--- src/rtl/flash_opstat_pkg.sv ---
package flash_opstat_pkg;

    typedef enum logic [2:0] {
        ST_IDLE,
        ST_PROG,
        ST_ERASE,
        ST_SUSP,
        ST_SUSP_PROG
    } op_state_t;

endpackage

--- src/rtl/flash_busy_timer.sv ---
module flash_busy_timer #(
    parameter int CW = 6
) (
    input  logic          clk,
    input  logic          rst,
    input  logic          load,
    input  logic [CW-1:0] load_val,
    input  logic          run,
    output logic          done
);
    logic [CW-1:0] cnt_q;

    always_ff @(posedge clk) begin
        if (rst) begin
            cnt_q <= '0;
        end else if (load) begin
            cnt_q <= load_val;
        end else if (run && (cnt_q != '0)) begin
            cnt_q <= cnt_q - CW'(1);
        end
    end

    // expires in the cycle in which the last busy count is consumed
    assign done = run && (cnt_q == CW'(1));
endmodule

--- src/rtl/flash_status_fsm.sv ---
module flash_status_fsm
    import flash_opstat_pkg::*;
(
    input  logic      clk,
    input  logic      rst,
    input  logic      cmd_prog,
    input  logic      cmd_chip_erase,
    input  logic      cmd_sect_erase,
    input  logic      cmd_suspend,
    input  logic      cmd_resume,
    input  logic      prog_done,
    input  logic      erase_done,
    output op_state_t state,
    output logic      prog_load,
    output logic      erase_load,
    output logic      erase_is_chip,
    output logic      prog_run,
    output logic      erase_run,
    output logic      busy,
    output logic      done_now
);
    op_state_t state_q, state_d;

    always_comb begin
        state_d = state_q;
        unique case (state_q)
            ST_IDLE: begin
                if (cmd_prog) begin
                    state_d = ST_PROG;
                end else if (cmd_chip_erase || cmd_sect_erase) begin
                    state_d = ST_ERASE;
                end
            end
            ST_PROG: begin
                if (prog_done) state_d = ST_IDLE;
            end
            ST_ERASE: begin
                if (erase_done) begin
                    state_d = ST_IDLE;
                end else if (cmd_suspend) begin
                    state_d = ST_SUSP;
                end
            end
            ST_SUSP: begin
                if (cmd_prog) begin
                    state_d = ST_SUSP_PROG;
                end else if (cmd_resume) begin
                    state_d = ST_ERASE;
                end
            end
            ST_SUSP_PROG: begin
                if (prog_done) state_d = ST_SUSP;
            end
            default: state_d = ST_IDLE;
        endcase
    end

    always_ff @(posedge clk) begin
        if (rst) state_q <= ST_IDLE;
        else     state_q <= state_d;
    end

    always_comb begin
        prog_load     = 1'b0;
        erase_load    = 1'b0;
        erase_is_chip = cmd_chip_erase;
        prog_run      = 1'b0;
        erase_run     = 1'b0;
        unique case (state_q)
            ST_IDLE: begin
                prog_load  = cmd_prog;
                erase_load = !cmd_prog && (cmd_chip_erase || cmd_sect_erase);
            end
            ST_PROG:      prog_run  = 1'b1;
            ST_ERASE:     erase_run = 1'b1;
            ST_SUSP:      prog_load = cmd_prog;
            ST_SUSP_PROG: prog_run  = 1'b1;
            default: ;
        endcase
        busy     = prog_run || erase_run;
        done_now = (prog_run && prog_done) || (erase_run && erase_done);
    end

    assign state = state_q;
endmodule

--- src/rtl/flash_read_mux.sv ---
module flash_read_mux #(
    parameter int DW = 8
) (
    input  logic          clk,
    input  logic          rst,
    input  logic          rd_strobe,
    input  logic          rd_prot,
    input  logic [DW-1:0] array_data,
    input  logic          busy,
    input  logic          kind_prog,
    input  logic          done_now,
    input  logic [DW-1:0] prog_byte,
    output logic [DW-1:0] dq_out,
    output logic          prot_dbg
);
    localparam int POLL_BIT = DW - 1;
    localparam int TOG_BIT  = DW - 2;

    logic          tog_q;
    logic          poll_val;
    logic [DW-1:0] status_word;

    always_comb begin
        if (kind_prog) poll_val = done_now ? prog_byte[POLL_BIT] : !prog_byte[POLL_BIT];
        else           poll_val = done_now;
        status_word           = '0;
        status_word[POLL_BIT] = poll_val;
        status_word[TOG_BIT]  = !tog_q;
    end

    always_ff @(posedge clk) begin
        if (rst) begin
            dq_out   <= '0;
            tog_q    <= 1'b0;
            prot_dbg <= 1'b0;
        end else if (rd_strobe) begin
            if (busy && !rd_prot) begin
                tog_q    <= !tog_q;
                dq_out   <= status_word;
                prot_dbg <= 1'b0;
            end else begin
                dq_out   <= array_data;
                prot_dbg <= busy && rd_prot;
            end
        end
    end
endmodule

--- src/rtl/flash_opstat_top.sv ---
module flash_opstat_top
    import flash_opstat_pkg::*;
#(
    parameter int PROG_CYC = 6,
    parameter int SECT_CYC = 20,
    parameter int CHIP_CYC = 40
) (
    input  logic       clk,
    input  logic       rst,
    input  logic       cmd_prog,
    input  logic [7:0] prog_data,
    input  logic       cmd_chip_erase,
    input  logic       cmd_sect_erase,
    input  logic       cmd_suspend,
    input  logic       cmd_resume,
    input  logic       rd_strobe,
    input  logic       rd_prot,
    input  logic [7:0] array_data,
    output logic [7:0] dq_out,
    output logic       rb_drive_low,
    output logic       prot_dbg
);
    localparam int DW    = 8;
    localparam int MAXE  = (CHIP_CYC > SECT_CYC) ? CHIP_CYC : SECT_CYC;
    localparam int MAXC  = (MAXE > PROG_CYC) ? MAXE : PROG_CYC;
    localparam int CW    = $clog2(MAXC + 1);

    op_state_t     state;
    logic          prog_load, erase_load, erase_is_chip;
    logic          prog_run, erase_run, busy, done_now;
    logic          prog_done, erase_done;
    logic [DW-1:0] prog_byte_q;
    logic [CW-1:0] erase_len;

    flash_status_fsm u_fsm (
        .clk           (clk),
        .rst           (rst),
        .cmd_prog      (cmd_prog),
        .cmd_chip_erase(cmd_chip_erase),
        .cmd_sect_erase(cmd_sect_erase),
        .cmd_suspend   (cmd_suspend),
        .cmd_resume    (cmd_resume),
        .prog_done     (prog_done),
        .erase_done    (erase_done),
        .state         (state),
        .prog_load     (prog_load),
        .erase_load    (erase_load),
        .erase_is_chip (erase_is_chip),
        .prog_run      (prog_run),
        .erase_run     (erase_run),
        .busy          (busy),
        .done_now      (done_now)
    );

    assign erase_len = erase_is_chip ? CW'(CHIP_CYC) : CW'(SECT_CYC);

    flash_busy_timer #(.CW(CW)) u_prog_tmr (
        .clk     (clk),
        .rst     (rst),
        .load    (prog_load),
        .load_val(CW'(PROG_CYC)),
        .run     (prog_run),
        .done    (prog_done)
    );

    flash_busy_timer #(.CW(CW)) u_erase_tmr (
        .clk     (clk),
        .rst     (rst),
        .load    (erase_load),
        .load_val(erase_len),
        .run     (erase_run),
        .done    (erase_done)
    );

    always_ff @(posedge clk) begin
        if (rst)            prog_byte_q <= '0;
        else if (prog_load) prog_byte_q <= prog_data;
    end

    flash_read_mux #(.DW(DW)) u_rdmux (
        .clk       (clk),
        .rst       (rst),
        .rd_strobe (rd_strobe),
        .rd_prot   (rd_prot),
        .array_data(array_data),
        .busy      (busy),
        .kind_prog (prog_run),
        .done_now  (done_now),
        .prog_byte (prog_byte_q),
        .dq_out    (dq_out),
        .prot_dbg  (prot_dbg)
    );

    assign rb_drive_low = busy;
endmodule

--- config.mk ---
export PLATFORM = sky130hd
export DESIGN_NAME = flash_opstat_top
export DESIGN_NICKNAME = d
export VERILOG_FILES = /design/src/rtl/flash_opstat_pkg.sv /design/src/rtl/flash_busy_timer.sv /design/src/rtl/flash_status_fsm.sv /design/src/rtl/flash_read_mux.sv /design/src/rtl/flash_opstat_top.sv
export SDC_FILE = /design/constraint.sdc
export NUM_CORES = 1
export LEC_CHECK = 0
export BUFFER_PORTS_ARGS = -buffer_cell sky130_fd_sc_hd__buf_2
export CAP_MARGIN = 40
export CELL_PAD_IN_SITES_DETAIL_PLACEMENT = 1
export CELL_PAD_IN_SITES_GLOBAL_PLACEMENT = 2
export CORE_MARGIN = 1
export CORE_UTILIZATION = 31
export CTS_CLUSTER_DIAMETER = 200
export DETAILED_ROUTE_END_ITERATION = 12
export PLACE_DENSITY = 0.86
export SLEW_MARGIN = 10
export SYNTH_ARGS = -nofsm -noshare
export SYNTH_HDL_FRONTEND = slang
export SYNTH_SLANG_ARGS = --single-unit
--- constraint.sdc ---
create_clock -name clk -period 2.2 [get_ports clk]
set_clock_uncertainty 0.2 [all_clocks]
set_input_delay 0.44 -clock clk [delete_from_list [all_inputs] [get_ports clk]]
set_output_delay 0.44 -clock clk [all_outputs]
set_load 0.02 [all_outputs]
Yosys cells after proc, flatten, opt, wreduce, memory -nomap -nowiden
Index checks and enable logic that the tools add are counted.
{"block": "word_totals", "regBits": 33, "latchBits": 0, "ram_bits": 0, "mem_bits_ro": 0, "in_bits": 25, "output_inout_bits": 10, "n_memories": 0}
{"block": "classes", "add_sub_neg": 2, "n_mul": 0, "n_div": 0, "n_lt_le_gt_ge": 0, "eq_ne": 11, "shifts": 0, "n_mux": 22, "n_bitwise": 0, "reduce_logical": 26}
{"operator": "3-bit 2-to-1 mux", "n": 10}
{"operator": "6-bit 2-to-1 mux", "n": 3}
{"operator": "3-bit case mux with 5 select lines", "n": 1}
{"operator": "6-bit by 1-bit equality test with 1-bit output (second input constant)", "n": 2}
{"operator": "6-bit nonzero test", "n": 2}
{"operator": "6-bit by 1-bit subtractor with 6-bit output (second input constant)", "n": 2}
{"operator": "1-bit logical AND", "n": 9}
{"operator": "8-bit 2-to-1 mux", "n": 1}
{"operator": "1-bit 2-to-1 mux", "n": 7}
{"operator": "3-bit by 2-bit equality test with 1-bit output (second input constant)", "n": 2}
{"operator": "3-bit by 2-bit != test with 1-bit output (second input constant)", "n": 2}
{"operator": "2-bit OR reduction", "n": 3}
{"operator": "5-bit AND reduction", "n": 1}
{"operator": "1-bit logical NOT", "n": 4}
{"operator": "2-bit by 1-bit != test with 1-bit output (second input constant)", "n": 2}
{"operator": "2-bit nonzero test", "n": 2}
{"operator": "3-bit by 1-bit equality test with 1-bit output (second input constant)", "n": 1}
{"operator": "3-bit equality test (second input constant)", "n": 1}
{"operator": "3-bit logical NOT", "n": 1}
{"operator": "1-bit logical OR", "n": 3}
{"operator": "3-bit != test (second input constant)", "n": 1}
{"operator": "2-bit AND reduction", "n": 1}

Longest topological paths before layout
{"block": "depth", "word_depth": 9, "ltp_mapped": 7, "mapped_depth_nobuf": 7}

Hierarchy
A second synthesis with hierarchy kept.
{"block": "hier_totals", "hier_cells": 211, "hier_area_um2": 1893.1}
{"module": "flash_busy_timer", "n_inst": 2, "cells_per_inst": 50, "area_per_inst_um2": 432.9}
{"module": "flash_read_mux", "n_inst": 1, "cells_per_inst": 42, "area_per_inst_um2": 424.2}
{"module": "flash_status_fsm", "n_inst": 1, "cells_per_inst": 40, "area_per_inst_um2": 306.5}
{"module": "flash_opstat_top", "n_inst": 1, "cells_per_inst": 29, "area_per_inst_um2": 296.5}

Least setup slack after synthesis
Ideal clock, no wire load.
{"block": "synth_timing", "kind": "register to register", "start": "reg u_fsm.state_q[0], in the netlist u_fsm.state[0]", "end": "reg u_fsm.state_q[0], in the netlist u_fsm.state[0]", "setup_time_ps": 121, "arrival_ps": 1474, "slack_ps": 405, "path_stages_with_launch": 6, "period_less_slack_ps": 1795, "path_cell_list": "dfxtp_1 > clkbuf_1 > and3b_1 > o21ba_2 > a21oi_1 > mux2_2"}
{"block": "synth_between", "elab_chain_len": 6}
{"item": "start: declaration", "line": "flash_status_fsm.sv:22", "text": "op_state_t state_q, state_d;"}
{"item": "start signal: assignment", "line": "flash_status_fsm.sv:60", "text": "else state_q <= state_d;"}
{"item": "3-bit by 1-bit equality test with 1-bit output / 3-bit equality test (equally long branches)", "line": "flash_status_fsm.sv:26, flash_status_fsm.sv:69"}
{"item": "2-bit OR reduction (no source line)"}
{"item": "1-bit 2-to-1 mux", "line": "flash_status_fsm.sv:69", "text": "unique case (state_q)"}
{"item": "1-bit logical AND", "line": "flash_busy_timer.sv:24", "text": "assign done = run && (cnt_q == CW'(1));"}
{"item": "2-bit by 1-bit != test with 1-bit output (no source line)"}
{"item": "5-bit AND reduction (no source line)"}
Parallel ways exist; a longest one is shown, timed or not.
A chain may end at the register's enable or synchronous reset.

Final worst setup path
{"block": "layout_timing", "start": "reg u_fsm.state_q[2], in the netlist u_fsm.state[2]", "end": "out rb_drive_low"}
{"block": "layout_between", "elab_chain_len": 4}
{"item": "3-bit by 1-bit equality test with 1-bit output / 3-bit equality test (equally long branches)", "line": "flash_status_fsm.sv:69"}
{"item": "2-bit OR reduction (no source line)"}
{"item": "1-bit 2-to-1 mux", "line": "flash_status_fsm.sv:69"}
{"item": "1-bit logical OR *", "line": "flash_status_fsm.sv:80", "text": "busy = prog_run || erase_run;"}
{"item": "end: declaration", "line": "flash_opstat_top.sv:20", "text": "output logic rb_drive_low,"}
Mark *: on every way between the ends. The rest lies on a longest branch, timed or not.

==> results.cfg <==
[global_route]
antenna_found_initial = 0
first_global_vias = 1266
grt.overflow.total = 0
track_usage_pct = 14.15
grt_max_degree = 20
grt_pass1_wl_um = 5747

[cells_and_area]
n_antenna_cell = 0
utilization_pct = 39.09
fillers = 563
drive_gt1_share_pct = 26.26
area_growth_pct = 19.08
nNetsFinal = 229

[setup_path]
cp-end-kind = output pin
slowest_stage = or3b_4
crit_chain = or3b_4 -> o21ai_2 -> buf_2
crit_path_start_kind = flop
cp_max_fo = 8
arrival_ps = 1460
critPathMaxStageDelay_ps = 450
crit_type = flop to output pin
required_ps = 1560

[routing]
drtPass1Iterations = 4
wl_per_cell_um = 13.07
antenna_left = 0
drcViolationCount = 0
drt_iter0_markers = 40
postRouteWirelength_um = 3267
via_per_inst = 4.912
vias = 1228

[power]
power.leakage_nw = 0.7481
p_sw_uw = 805.3
p_clk_share_pct = 19.4
pwr-share-seq_pct = 33.3
cellPowerDensity_nw_per_um2 = 1199
peakVddDrop_v = 0.0004514
power_frac_comb_pct = 47.3
p_int_mw = 1.264
swShare_pct = 38.92

[clock_network]
clockBufferDepth = 2
cts.clk_slew.worst_paths_ps = 100
insertion_delay_ps = 270
clock_sinks = 26
cts_tree = yes
holdBufCountCts = 0
htree_levels = 1
cts_root_buffer = clkbuf_8
postCtsSetupBuffers = 0
ctsResizeCount = 0
cts_made_buffers = 3

[placed_design]
post-dp-hpwl_um = 2566
routabilityCongestion = 0.7521
port-buffer-count = 27

[timing]
tns_ps = 0
slew_viol_final = 0
worstMarginPinSlew_ps = 569.8
whs_ps = 196.9
hold_viol = 0
fin_crit_sh_pct = 95.38
slew_headroom_pct = 61.93
setup_viol = 0
rsz0062_at_grt = no
max_freq_mhz = 476.6
fin_crit_ps = 2098

[job]
max-cap-violations = 0

[floorplan]
dieWidth_um = 70.37
initial_core_util_pct = 32.82
die_y_um = 70.37
pin_count = 35
fp.coreArea_um2 = 4414
row_count = 24
die_area_um2 = 4951

[synth]
synth_fp_nets = 198
synth.most_common_cell = dfxtp_1
synth_edf_count = 0
synth_warnings = 0
ys_seq_area_share_pct = 35.92
synth_top_area_cell = dfxtp_1
async_reset_ff_share_pct = 0
synth.distinct_cells = 48
synth_area_per_cell_um2 = 8.624
synthTopCellsByCount = dfxtp_1, nor2_1, a21oi_1, inv_1, mux2i_1
ys.flop_type = dfxtp_1
synth_top_area_share_pct = 35.92
syn_area_um2 = 1449
ys_seq_elements = 26
synth_area_leaders = dfxtp_1, mux2i_1, nor2_1
syn_inst = 168

[hold_path]
hold_class = input pin to flop

[run_status]
status = complete, no violations
-- state kept, by name, summed over array words and instances, names as in the netlist --
name               count
u_rdmux.prot_dbg       1
prog_byte_q            1
u_fsm.state            3
u_rdmux.tog_q          1
u_prog_tmr.cnt_q       6
u_erase_tmr.cnt_q      6
u_rdmux.dq_out         8
-- final cells by class --
type	instances	area [um2]	area share [%]
clock buffers	3	41.29	2.393
clock inverters	1	30.03	1.740
inverters	10	37.54	2.175
multi-input cells	125	849.6	49.24
flip-flops and latches	26	521.8	30.24
well taps	52	65.06	3.771
repair buffers	33	180.2	10.44
-- layout by cell type (no fill, tap or decap), drive strengths merged, types with 2 or more instances in the layout --
master and instances:
a211oi 3, a21oi 12, a31oi 3, buf 33, clkbuf 3, dfxtp 26
ha 5, inv 10, mux2 2, mux2i 10, nand2 7, nand2b 3
nand3 9, nand3b 2, nor2 26, nor2b 3, nor3 9, o21ai 4
xnor2 5, xor2 3
-- critical path: cells and delay by family (launching register included) --
| kind | cells | cell delay (ps) |
|---|---|---|
| simple gates | 1 | 450 |
| flops | 1 | 390 |
| buf+inv | 1 | 220 |
| compound gates | 1 | 130 |
-- per-stage QoR --
| step | instances | total power [mW] | worst slack, ps | instance area (um2) |
|---|---|---|---|---|
| final | 250 | 2.069 | 101.7 | 1725 |
| after global routing | 250 | 2.240 | 9.403 | 1725 |
| after CTS | 250 | 2.096 | 49.56 | 1724 |
| after detailed placement | 246 | 1.686 | 262.2 | 1653 |
| after global placement | 246 | 1.664 | 294.6 | 1653 |
| after floorplan | 168 | 1.417 | 405.0 | 1449 |
-- worst paths after layout --
path / cells past startpoint / from / slack (ps) / endpoint
min: 3 / array_data[2] / 200 / u_rdmux.dq_out[2]
min reg2reg: 2 / u_rdmux.prot_dbg / 260 / u_rdmux.prot_dbg
max: 3 / u_fsm.state[2] / 100 / rb_drive_low
max reg2reg: 5 / u_prog_tmr.cnt_q[3] / 250 / u_fsm.state[0]
-- cells by family (layout without fill, tap and decap cells) --
family                     Yosys count  after routing  synth area share (%)
adders and majority gates            5              5                 4.318
muxes                               12             12                 8.463
AOI/OAI and AO/OA                   33             33                 17.01
DFF                                 26             26                 35.92
buffers and inverters               17             47                 5.441
xor gates and xnor gates             8              8                 4.836
and+or+nand+nor                     67             67                 24.01
-- routing by layer --
layer	GRT usage [%]	up-vias	share of wire, %
met1	19.38	573	50
met5	0	-	0
met3	1.732	2	2.3
met4	3.333	0	0.64
li1	-	643	-
met2	23.49	10	47
-- power groups by stage --
stage               logic [mW]  registers [mW]  clock network [mW]
floorplan                0.733           0.684                   0
global placement         0.967           0.697                   0
detailed placement       0.987           0.699                   0
CTS                      0.993           0.689               0.414
global route              1.10           0.711               0.425
finish                   0.979           0.689               0.402
No activity file was read; power rests on OpenSTA's default activity.
